--- src/rtl/audio_ctl_pkg.sv ---
package audio_ctl_pkg;
  localparam int VOL_W  = 6;
  localparam int TONE_W = 4;
  localparam int SW_W   = 6;

  localparam logic [7:0] SUB_VOL_L = 8'h00;
  localparam logic [7:0] SUB_VOL_R = 8'h01;
  localparam logic [7:0] SUB_BASS  = 8'h02;
  localparam logic [7:0] SUB_TREB  = 8'h03;
  localparam logic [7:0] SUB_SW    = 8'h08;

  localparam logic [SW_W-1:0] SW_RESET = 6'b100000;

  typedef enum logic [2:0] {
    RX_IDLE, RX_ADDR, RX_SUB, RX_DATA, RX_SKIP
  } rx_state_e;

  function automatic logic [7:0] next_sub(input logic [7:0] s);
    case (s)
      SUB_VOL_L: next_sub = SUB_VOL_R;
      SUB_VOL_R: next_sub = SUB_BASS;
      SUB_BASS:  next_sub = SUB_TREB;
      SUB_TREB:  next_sub = SUB_SW;
      default:   next_sub = s;
    endcase
  endfunction
endpackage

--- src/rtl/i2c_line_sync.sv ---
module i2c_line_sync #(
  parameter int STAGES = 2
) (
  input  logic clk_i,
  input  logic rst_ni,
  input  logic line_i,
  output logic level_o,
  output logic rise_o,
  output logic fall_o
);
  logic [STAGES:0] sync_q;

  always_ff @(posedge clk_i or negedge rst_ni) begin
    if (!rst_ni) sync_q <= '1;
    else         sync_q <= {sync_q[STAGES-1:0], line_i};
  end

  assign level_o = sync_q[STAGES-1];
  assign rise_o  = sync_q[STAGES-1] & ~sync_q[STAGES];
  assign fall_o  = ~sync_q[STAGES-1] & sync_q[STAGES];
endmodule

--- src/rtl/i2c_write_rx.sv ---
module i2c_write_rx
  import audio_ctl_pkg::*;
#(
  parameter logic [6:0] MOD_ADDR = 7'h41
) (
  input  logic       clk_i,
  input  logic       rst_ni,
  input  logic       scl_lvl_i,
  input  logic       scl_rise_i,
  input  logic       scl_fall_i,
  input  logic       sda_lvl_i,
  input  logic       sda_rise_i,
  input  logic       sda_fall_i,
  output logic       sda_oe_o,
  output logic       busy_o,
  output logic       wr_en_o,
  output logic [7:0] wr_addr_o,
  output logic [7:0] wr_data_o
);
  rx_state_e   state_q;
  logic [3:0]  bit_cnt_q;
  logic [7:0]  shreg_q, sub_q;
  logic        ack_phase_q, wr_pend_q;

  wire start_det = scl_lvl_i & sda_fall_i;
  wire stop_det  = scl_lvl_i & sda_rise_i;
  wire rx_active = (state_q == RX_ADDR) || (state_q == RX_SUB) || (state_q == RX_DATA);

  always_ff @(posedge clk_i or negedge rst_ni) begin
    if (!rst_ni) begin
      state_q     <= RX_IDLE;
      bit_cnt_q   <= '0;
      shreg_q     <= '0;
      sub_q       <= '0;
      ack_phase_q <= 1'b0;
      wr_pend_q   <= 1'b0;
      sda_oe_o    <= 1'b0;
      busy_o      <= 1'b0;
      wr_en_o     <= 1'b0;
      wr_addr_o   <= '0;
      wr_data_o   <= '0;
    end else begin
      wr_en_o <= 1'b0;
      if (start_det) begin
        state_q     <= RX_ADDR;
        bit_cnt_q   <= '0;
        ack_phase_q <= 1'b0;
        wr_pend_q   <= 1'b0;
        sda_oe_o    <= 1'b0;
        busy_o      <= 1'b1;
      end else if (stop_det) begin
        state_q     <= RX_IDLE;
        bit_cnt_q   <= '0;
        ack_phase_q <= 1'b0;
        wr_pend_q   <= 1'b0;
        sda_oe_o    <= 1'b0;
        busy_o      <= 1'b0;
      end else if (scl_rise_i && rx_active && !ack_phase_q && bit_cnt_q < 4'd8) begin
        shreg_q   <= {shreg_q[6:0], sda_lvl_i};
        bit_cnt_q <= bit_cnt_q + 4'd1;
      end else if (scl_fall_i) begin
        if (ack_phase_q) begin
          // end of ninth clock: release SDA, commit pending data
          ack_phase_q <= 1'b0;
          sda_oe_o    <= 1'b0;
          bit_cnt_q   <= '0;
          if (wr_pend_q) begin
            wr_en_o   <= 1'b1;
            wr_addr_o <= sub_q;
            wr_data_o <= shreg_q;
            sub_q     <= next_sub(sub_q);
            wr_pend_q <= 1'b0;
          end
        end else if (bit_cnt_q == 4'd8 && rx_active) begin
          case (state_q)
            RX_ADDR: begin
              if (shreg_q == {MOD_ADDR, 1'b0}) begin
                state_q     <= RX_SUB;
                ack_phase_q <= 1'b1;
                sda_oe_o    <= 1'b1;
              end else begin
                state_q <= RX_SKIP;
              end
            end
            RX_SUB: begin
              sub_q       <= shreg_q;
              state_q     <= RX_DATA;
              ack_phase_q <= 1'b1;
              sda_oe_o    <= 1'b1;
            end
            default: begin
              wr_pend_q   <= 1'b1;
              ack_phase_q <= 1'b1;
              sda_oe_o    <= 1'b1;
            end
          endcase
        end
      end
    end
  end


  ack_in_transfer_chk: assert property (@(posedge clk_i) disable iff (!rst_ni)
    sda_oe_o |-> busy_o);

  skip_silent_chk: assert property (@(posedge clk_i) disable iff (!rst_ni)
    (state_q == RX_SKIP) |-> !sda_oe_o);

  sub_from_treble_chk: assert property (@(posedge clk_i) disable iff (!rst_ni)
    (wr_en_o && wr_addr_o == SUB_TREB) |-> (sub_q == SUB_SW));

  sub_hold_sw_chk: assert property (@(posedge clk_i) disable iff (!rst_ni)
    (wr_en_o && wr_addr_o == SUB_SW) |-> (sub_q == SUB_SW));

  start_clears_chk: assert property (@(posedge clk_i) disable iff (!rst_ni)
    (scl_lvl_i && sda_fall_i) |=> (state_q == RX_ADDR && !wr_pend_q && !sda_oe_o));
endmodule

--- src/rtl/ctl_regfile.sv ---
module ctl_regfile
  import audio_ctl_pkg::*;
(
  input  logic              clk_i,
  input  logic              rst_ni,
  input  logic              wr_en_i,
  input  logic [7:0]        wr_addr_i,
  input  logic [7:0]        wr_data_i,
  output logic [VOL_W-1:0]  vol_l_o,
  output logic [VOL_W-1:0]  vol_r_o,
  output logic [TONE_W-1:0] bass_o,
  output logic [TONE_W-1:0] treble_o,
  output logic [SW_W-1:0]   sw_o
);
  always_ff @(posedge clk_i or negedge rst_ni) begin
    if (!rst_ni) begin
      vol_l_o  <= '0;
      vol_r_o  <= '0;
      bass_o   <= '0;
      treble_o <= '0;
      sw_o     <= SW_RESET;
    end else if (wr_en_i) begin
      case (wr_addr_i)
        SUB_VOL_L: vol_l_o  <= wr_data_i[VOL_W-1:0];
        SUB_VOL_R: vol_r_o  <= wr_data_i[VOL_W-1:0];
        SUB_BASS:  bass_o   <= wr_data_i[TONE_W-1:0];
        SUB_TREB:  treble_o <= wr_data_i[TONE_W-1:0];
        SUB_SW:    sw_o     <= wr_data_i[SW_W-1:0];
        default: ;
      endcase
    end
  end


  regs_hold_chk: assert property (@(posedge clk_i) disable iff (!rst_ni)
    !wr_en_i |=> ($stable(vol_l_o) && $stable(vol_r_o) && $stable(bass_o)
                  && $stable(treble_o) && $stable(sw_o)));

  unmapped_hold_chk: assert property (@(posedge clk_i) disable iff (!rst_ni)
    (wr_en_i && wr_addr_i > SUB_TREB && wr_addr_i != SUB_SW) |=>
      ($stable(vol_l_o) && $stable(vol_r_o) && $stable(bass_o)
       && $stable(treble_o) && $stable(sw_o)));
endmodule

--- src/rtl/switch_decode.sv ---
module switch_decode
  import audio_ctl_pkg::*;
(
  input  logic            clk_i,
  input  logic            rst_ni,
  input  logic [SW_W-1:0] sw_i,
  output logic            mute_o,
  output logic            src_sel_o,
  output logic [3:0]      effect_o,
  output logic            out_l_sel_o,
  output logic            out_r_sel_o
);
  logic [1:0] eff_idx;
  logic [1:0] ml;

  assign mute_o    = sw_i[5];
  assign src_sel_o = sw_i[0];
  assign eff_idx   = {sw_i[3], sw_i[4]};
  assign ml        = sw_i[2:1];

  for (genvar g = 0; g < 4; g++) begin : g_eff
    assign effect_o[g] = (eff_idx == g[1:0]);
  end

  always_comb begin
    case (ml)
      2'b01:   begin out_l_sel_o = 1'b0; out_r_sel_o = 1'b0; end
      2'b10:   begin out_l_sel_o = 1'b1; out_r_sel_o = 1'b1; end
      default: begin out_l_sel_o = 1'b0; out_r_sel_o = 1'b1; end
    endcase
  end


  effect_onehot_chk: assert property (@(posedge clk_i) disable iff (!rst_ni)
    $countones(effect_o) == 1);
endmodule

--- src/rtl/audio_ctl_slave.sv ---
module audio_ctl_slave
  import audio_ctl_pkg::*;
#(
  parameter logic [6:0] MOD_ADDR    = 7'h41,
  parameter int          SYNC_STAGES = 2
) (
  input  logic              clk_i,
  input  logic              rst_ni,
  input  logic              scl_i,
  input  logic              sda_i,
  output logic              sda_oe_o,
  output logic              bus_busy_o,
  output logic [VOL_W-1:0]  vol_l_o,
  output logic [VOL_W-1:0]  vol_r_o,
  output logic [TONE_W-1:0] bass_o,
  output logic [TONE_W-1:0] treble_o,
  output logic              mute_o,
  output logic              src_sel_o,
  output logic [3:0]        effect_o,
  output logic              out_l_sel_o,
  output logic              out_r_sel_o
);
  logic scl_lvl, scl_rise, scl_fall;
  logic sda_lvl, sda_rise, sda_fall;
  logic       wr_en;
  logic [7:0] wr_addr, wr_data;
  logic [SW_W-1:0] sw;

  i2c_line_sync #(.STAGES(SYNC_STAGES)) scl_sync_i (
    .clk_i, .rst_ni, .line_i(scl_i),
    .level_o(scl_lvl), .rise_o(scl_rise), .fall_o(scl_fall));

  i2c_line_sync #(.STAGES(SYNC_STAGES)) sda_sync_i (
    .clk_i, .rst_ni, .line_i(sda_i),
    .level_o(sda_lvl), .rise_o(sda_rise), .fall_o(sda_fall));

  i2c_write_rx #(.MOD_ADDR(MOD_ADDR)) rx_i (
    .clk_i, .rst_ni,
    .scl_lvl_i(scl_lvl), .scl_rise_i(scl_rise), .scl_fall_i(scl_fall),
    .sda_lvl_i(sda_lvl), .sda_rise_i(sda_rise), .sda_fall_i(sda_fall),
    .sda_oe_o, .busy_o(bus_busy_o),
    .wr_en_o(wr_en), .wr_addr_o(wr_addr), .wr_data_o(wr_data));

  ctl_regfile regs_i (
    .clk_i, .rst_ni,
    .wr_en_i(wr_en), .wr_addr_i(wr_addr), .wr_data_i(wr_data),
    .vol_l_o, .vol_r_o, .bass_o, .treble_o, .sw_o(sw));

  switch_decode dec_i (
    .clk_i, .rst_ni, .sw_i(sw),
    .mute_o, .src_sel_o, .effect_o, .out_l_sel_o, .out_r_sel_o);
endmodule

--- config.mk ---
export PLATFORM = sky130hd
export DESIGN_NAME = audio_ctl_slave
export DESIGN_NICKNAME = d
export VERILOG_FILES = /design/src/rtl/audio_ctl_pkg.sv /design/src/rtl/i2c_line_sync.sv /design/src/rtl/i2c_write_rx.sv /design/src/rtl/ctl_regfile.sv /design/src/rtl/switch_decode.sv /design/src/rtl/audio_ctl_slave.sv
export SDC_FILE = /design/constraint.sdc
export NUM_CORES = 1
export LEC_CHECK = 0
export BUFFER_PORTS_ARGS = -buffer_cell sky130_fd_sc_hd__buf_2
export CORE_MARGIN = 8
export CORE_UTILIZATION = 40
export DETAILED_ROUTE_END_ITERATION = 8
export PLACE_DENSITY = 0.67
export SYNTH_ARGS = -nofsm -noshare
export SYNTH_HDL_FRONTEND = slang
export SYNTH_SLANG_ARGS = --single-unit
--- constraint.sdc ---
create_clock -name clk_i -period 3.9 [get_ports clk_i]
set_clock_uncertainty 0.2 [all_clocks]
set_input_delay 0.975 -clock clk_i [delete_from_list [all_inputs] [get_ports clk_i]]
set_output_delay 0.975 -clock clk_i [all_outputs]
set_load 0.05 [all_outputs]
==> metrics.yaml <==
status:
  status: "completed"
layout:
  fin_cells: 377
  num-fill-cells: 679
  antenna_cells: 0
  drive_gt1_share_pct: 41.8
  syn_to_final_growth_pct: 15.8
  fin_nets: 276
placement:
  port_buffers: 33
  gp_congestion: 0.816
  pre_cts_slack_ps: 1390
  placed_cells: 361
  dpl.hpwl_mm: 4.22
cts:
  clk_pin_slew_ps: 70
  cts_root_buf: "clkbuf_8"
  cts_made_buffers: 9
  cts-resized-gates: 0
  postCtsHoldBufs: 0
  clock_latency_ps: 340
  htreeDepth: 3
  clkSinkCount: 74
  cts_tree: "built"
  clockBufferDepth: 2
  cts_setup_buffers: 0
sta:
  final.setup.tns_ps: 0
  worst_slack_ps: 1390
  fin_crit_ps: 2510
  finalHoldViolations: 0
  slew_viol_final: 0
  fin_crit_sh_pct: 64.4
  slew_headroom_pct: 43.7
  setup_viol: 0
  worst_pin_slew_ps: 841
  rsz0062_at_grt: "no"
  fmax_ghz: 0.398
setup_path:
  slowest_delay_ps: 670
  cp_max_fo: 11
  slowest_stage: "nor2_1"
  path_cells: "nor3b_1 -> o211ai_1 -> nor2_1 -> mux2_2"
  crit_required_ps: 3920
  cp-end-kind: "flop"
  path_class: "reg -> reg"
  start_kind: "flop"
  worstPathArrival_ps: 2530
synth:
  ys_seq_area_share_pct: 59.3
  synth_commonest_cells: "67 x dfrtp_1, 54 x mux2_2, 14 x nor2_1"
  synthArstFlopShare_pct: 100
  synthDominantCellAreaShare_pct: 53.5
  yosysWarnings: 0
  yosysMostFrequentCell: "dfrtp_1"
  avgSynthCellArea_um2: 13.4
  syn_inst: 234
  synth_top_area_cell: "dfrtp_1"
  ys_seq_elements: 74
  synth_area_um2: 3140
  synth_flop_cell: "dfrtp_1"
  synth_edf_count: 0
  synth_nets: 240
  ys_types: 43
  synthTopCellsByArea: "dfrtp_1 53%, mux2_2 19%, dfstp_2 5.9%, nor2b_1 2.2%, nor2_1 1.7%"
floorplan:
  die-area_um2: 10900
  initial_core_util_pct: 41.0
  num_rows: 32
  ioPinCount: 34
  core-area_um2: 7650
  die_x_um: 105
  die_h_um: 105
grt:
  met3_usage_pct: 5.28
  track_usage_pct: 11.7
  use_met1_pct: 13.7
  grt_pass1_wl_mm: 10.3
  grtUsageMet2_pct: 18.7
  grt_overflow_total: 0
  grt_pass1_vias: 2040
  grt_max_degree: 40
  antenna_found_initial: 0
  busiest_layer: "met2"
power:
  vdd_drop_max_uv: 299
  power_w: 0.00165
  p_leak_nw: 1.82
  power.density_nw_per_um2: 456
routing:
  drtPass1Iterations: 4
  drt_iter0_markers: 82
  vias_per_cell: 5.13
  drc: 0
  vias: 1934
  wl_mm: 5.95
  postRouteAntennaNets: 0
  wire_per_inst_um: 15.8
job:
  maxCapViolCount: 0
min_path:
  min_path_type: "reg -> reg"
logic make-up (layout without fill, tap and decap cells):
family / after synthesis / in the layout / share of synthesized area [%]
AOI/OAI and AO/OA: 23 / 23 / 5.27
xor gates and xnor gates: 2 / 2 / 0.559
adders and majority gates: 2 / 2 / 0.798
buffers and inverters: 14 / 55 / 1.76
DFF: 74 / 74 / 59.3
muxes: 57 / 57 / 20.4
and+or+nand+nor: 62 / 62 / 11.9
through the flow:
stage | hold slack (ps) | utilization (%) | cell area, um^2
floorplan | 145 | - | 3140
detailed placement | 149 | 44.6 | 3410
global placement | 146 | 44.6 | 3410
CTS | 160 | 47.5 | 3630
global route | 164 | 47.5 | 3630
finish | 158 | 47.5 | 3630
placed cells by master (no fill, tap or decap), types with 4 or more instances in the layout:
cell       n
nand3_1    4
dfstp_2    7
nor2_1    14
mux2_2    54
nand2_1   10
a21oi_1    5
clkbuf_8  10
buf_2     33
inv_1      5
nor2b_1   11
dfrtp_1   67
per-layer routing:
layer  wire length (um)  up-vias
li1                   -      913
met1               2690      970
met2               2890       46
met3                321        5
met4                 51        0
met5                  0        -
flip-flops by register name (all words and copies together) (netlist names):
register	flops
rx_i.shreg_q	8
rx_i.sub_q	8
rx_i.wr_addr_o	8
regs_i.sw_o	6
regs_i.vol_l_o	6
regs_i.vol_r_o	6
rx_i.wr_data_o	6
regs_i.bass_o	4
regs_i.treble_o	4
rx_i.bit_cnt_q	4
rx_i.state_q	3
scl_sync_i.sync_q	3
sda_sync_i.sync_q	3
rx_i.ack_phase_q	1
rx_i.busy_o	1
rx_i.sda_oe_o	1
rx_i.wr_en_o	1
rx_i.wr_pend_q	1
power by group:
group / total [W] / leakage [nW] / internal, W / switching [W]
clock: 0.000646 / 0.113 / 0.000377 / 0.000269
sequential: 0.000879 / 0.992 / 0.000817 / 0.0000620
combinational: 0.000130 / 0.718 / 0.0000683 / 0.0000613
total: 0.00165 / 1.82 / 0.00126 / 0.000392
final timing paths:
kind / from / to / cells past startpoint / slack (ps)
worst max-delay path: scl_sync_i.sync_q[1] / rx_i.shreg_q[1] / 4 / 1390
max in group asynchronous: rst_ni / rx_i.wr_addr_o[4] / 2 / 2310
worst max register to register: scl_sync_i.sync_q[1] / rx_i.shreg_q[1] / 4 / 1390
worst min-delay path: scl_sync_i.sync_q[0] / scl_sync_i.sync_q[1] / 0 / 160
worst min register to register: scl_sync_i.sync_q[0] / scl_sync_i.sync_q[1] / 0 / 160
min in group asynchronous: rst_ni / regs_i.vol_l_o[1] / 1 / 510
worst max-delay path: cells and delay by family, from the launching register on:
| family | cells | cell delay, ps |
|---|---|---|
| AO/OA/AOI/OAI | 1 | 180 |
| AND/OR/NAND/NOR | 2 | 950 |
| flip-flops | 1 | 640 |
| multiplexers | 1 | 420 |
layout make-up:
class	count	area, um^2	share of cell area (%)
clock buffer	11	141	3.89
tap	102	128	3.51
timing repair buffer	34	185	5.10
sequential	74	1860	51.2
clock inverter	5	78.8	2.17
multi-input combinational	146	1220	33.6
inverter	5	18.8	0.517
Note: power is estimated with default switching activity, not from simulation.
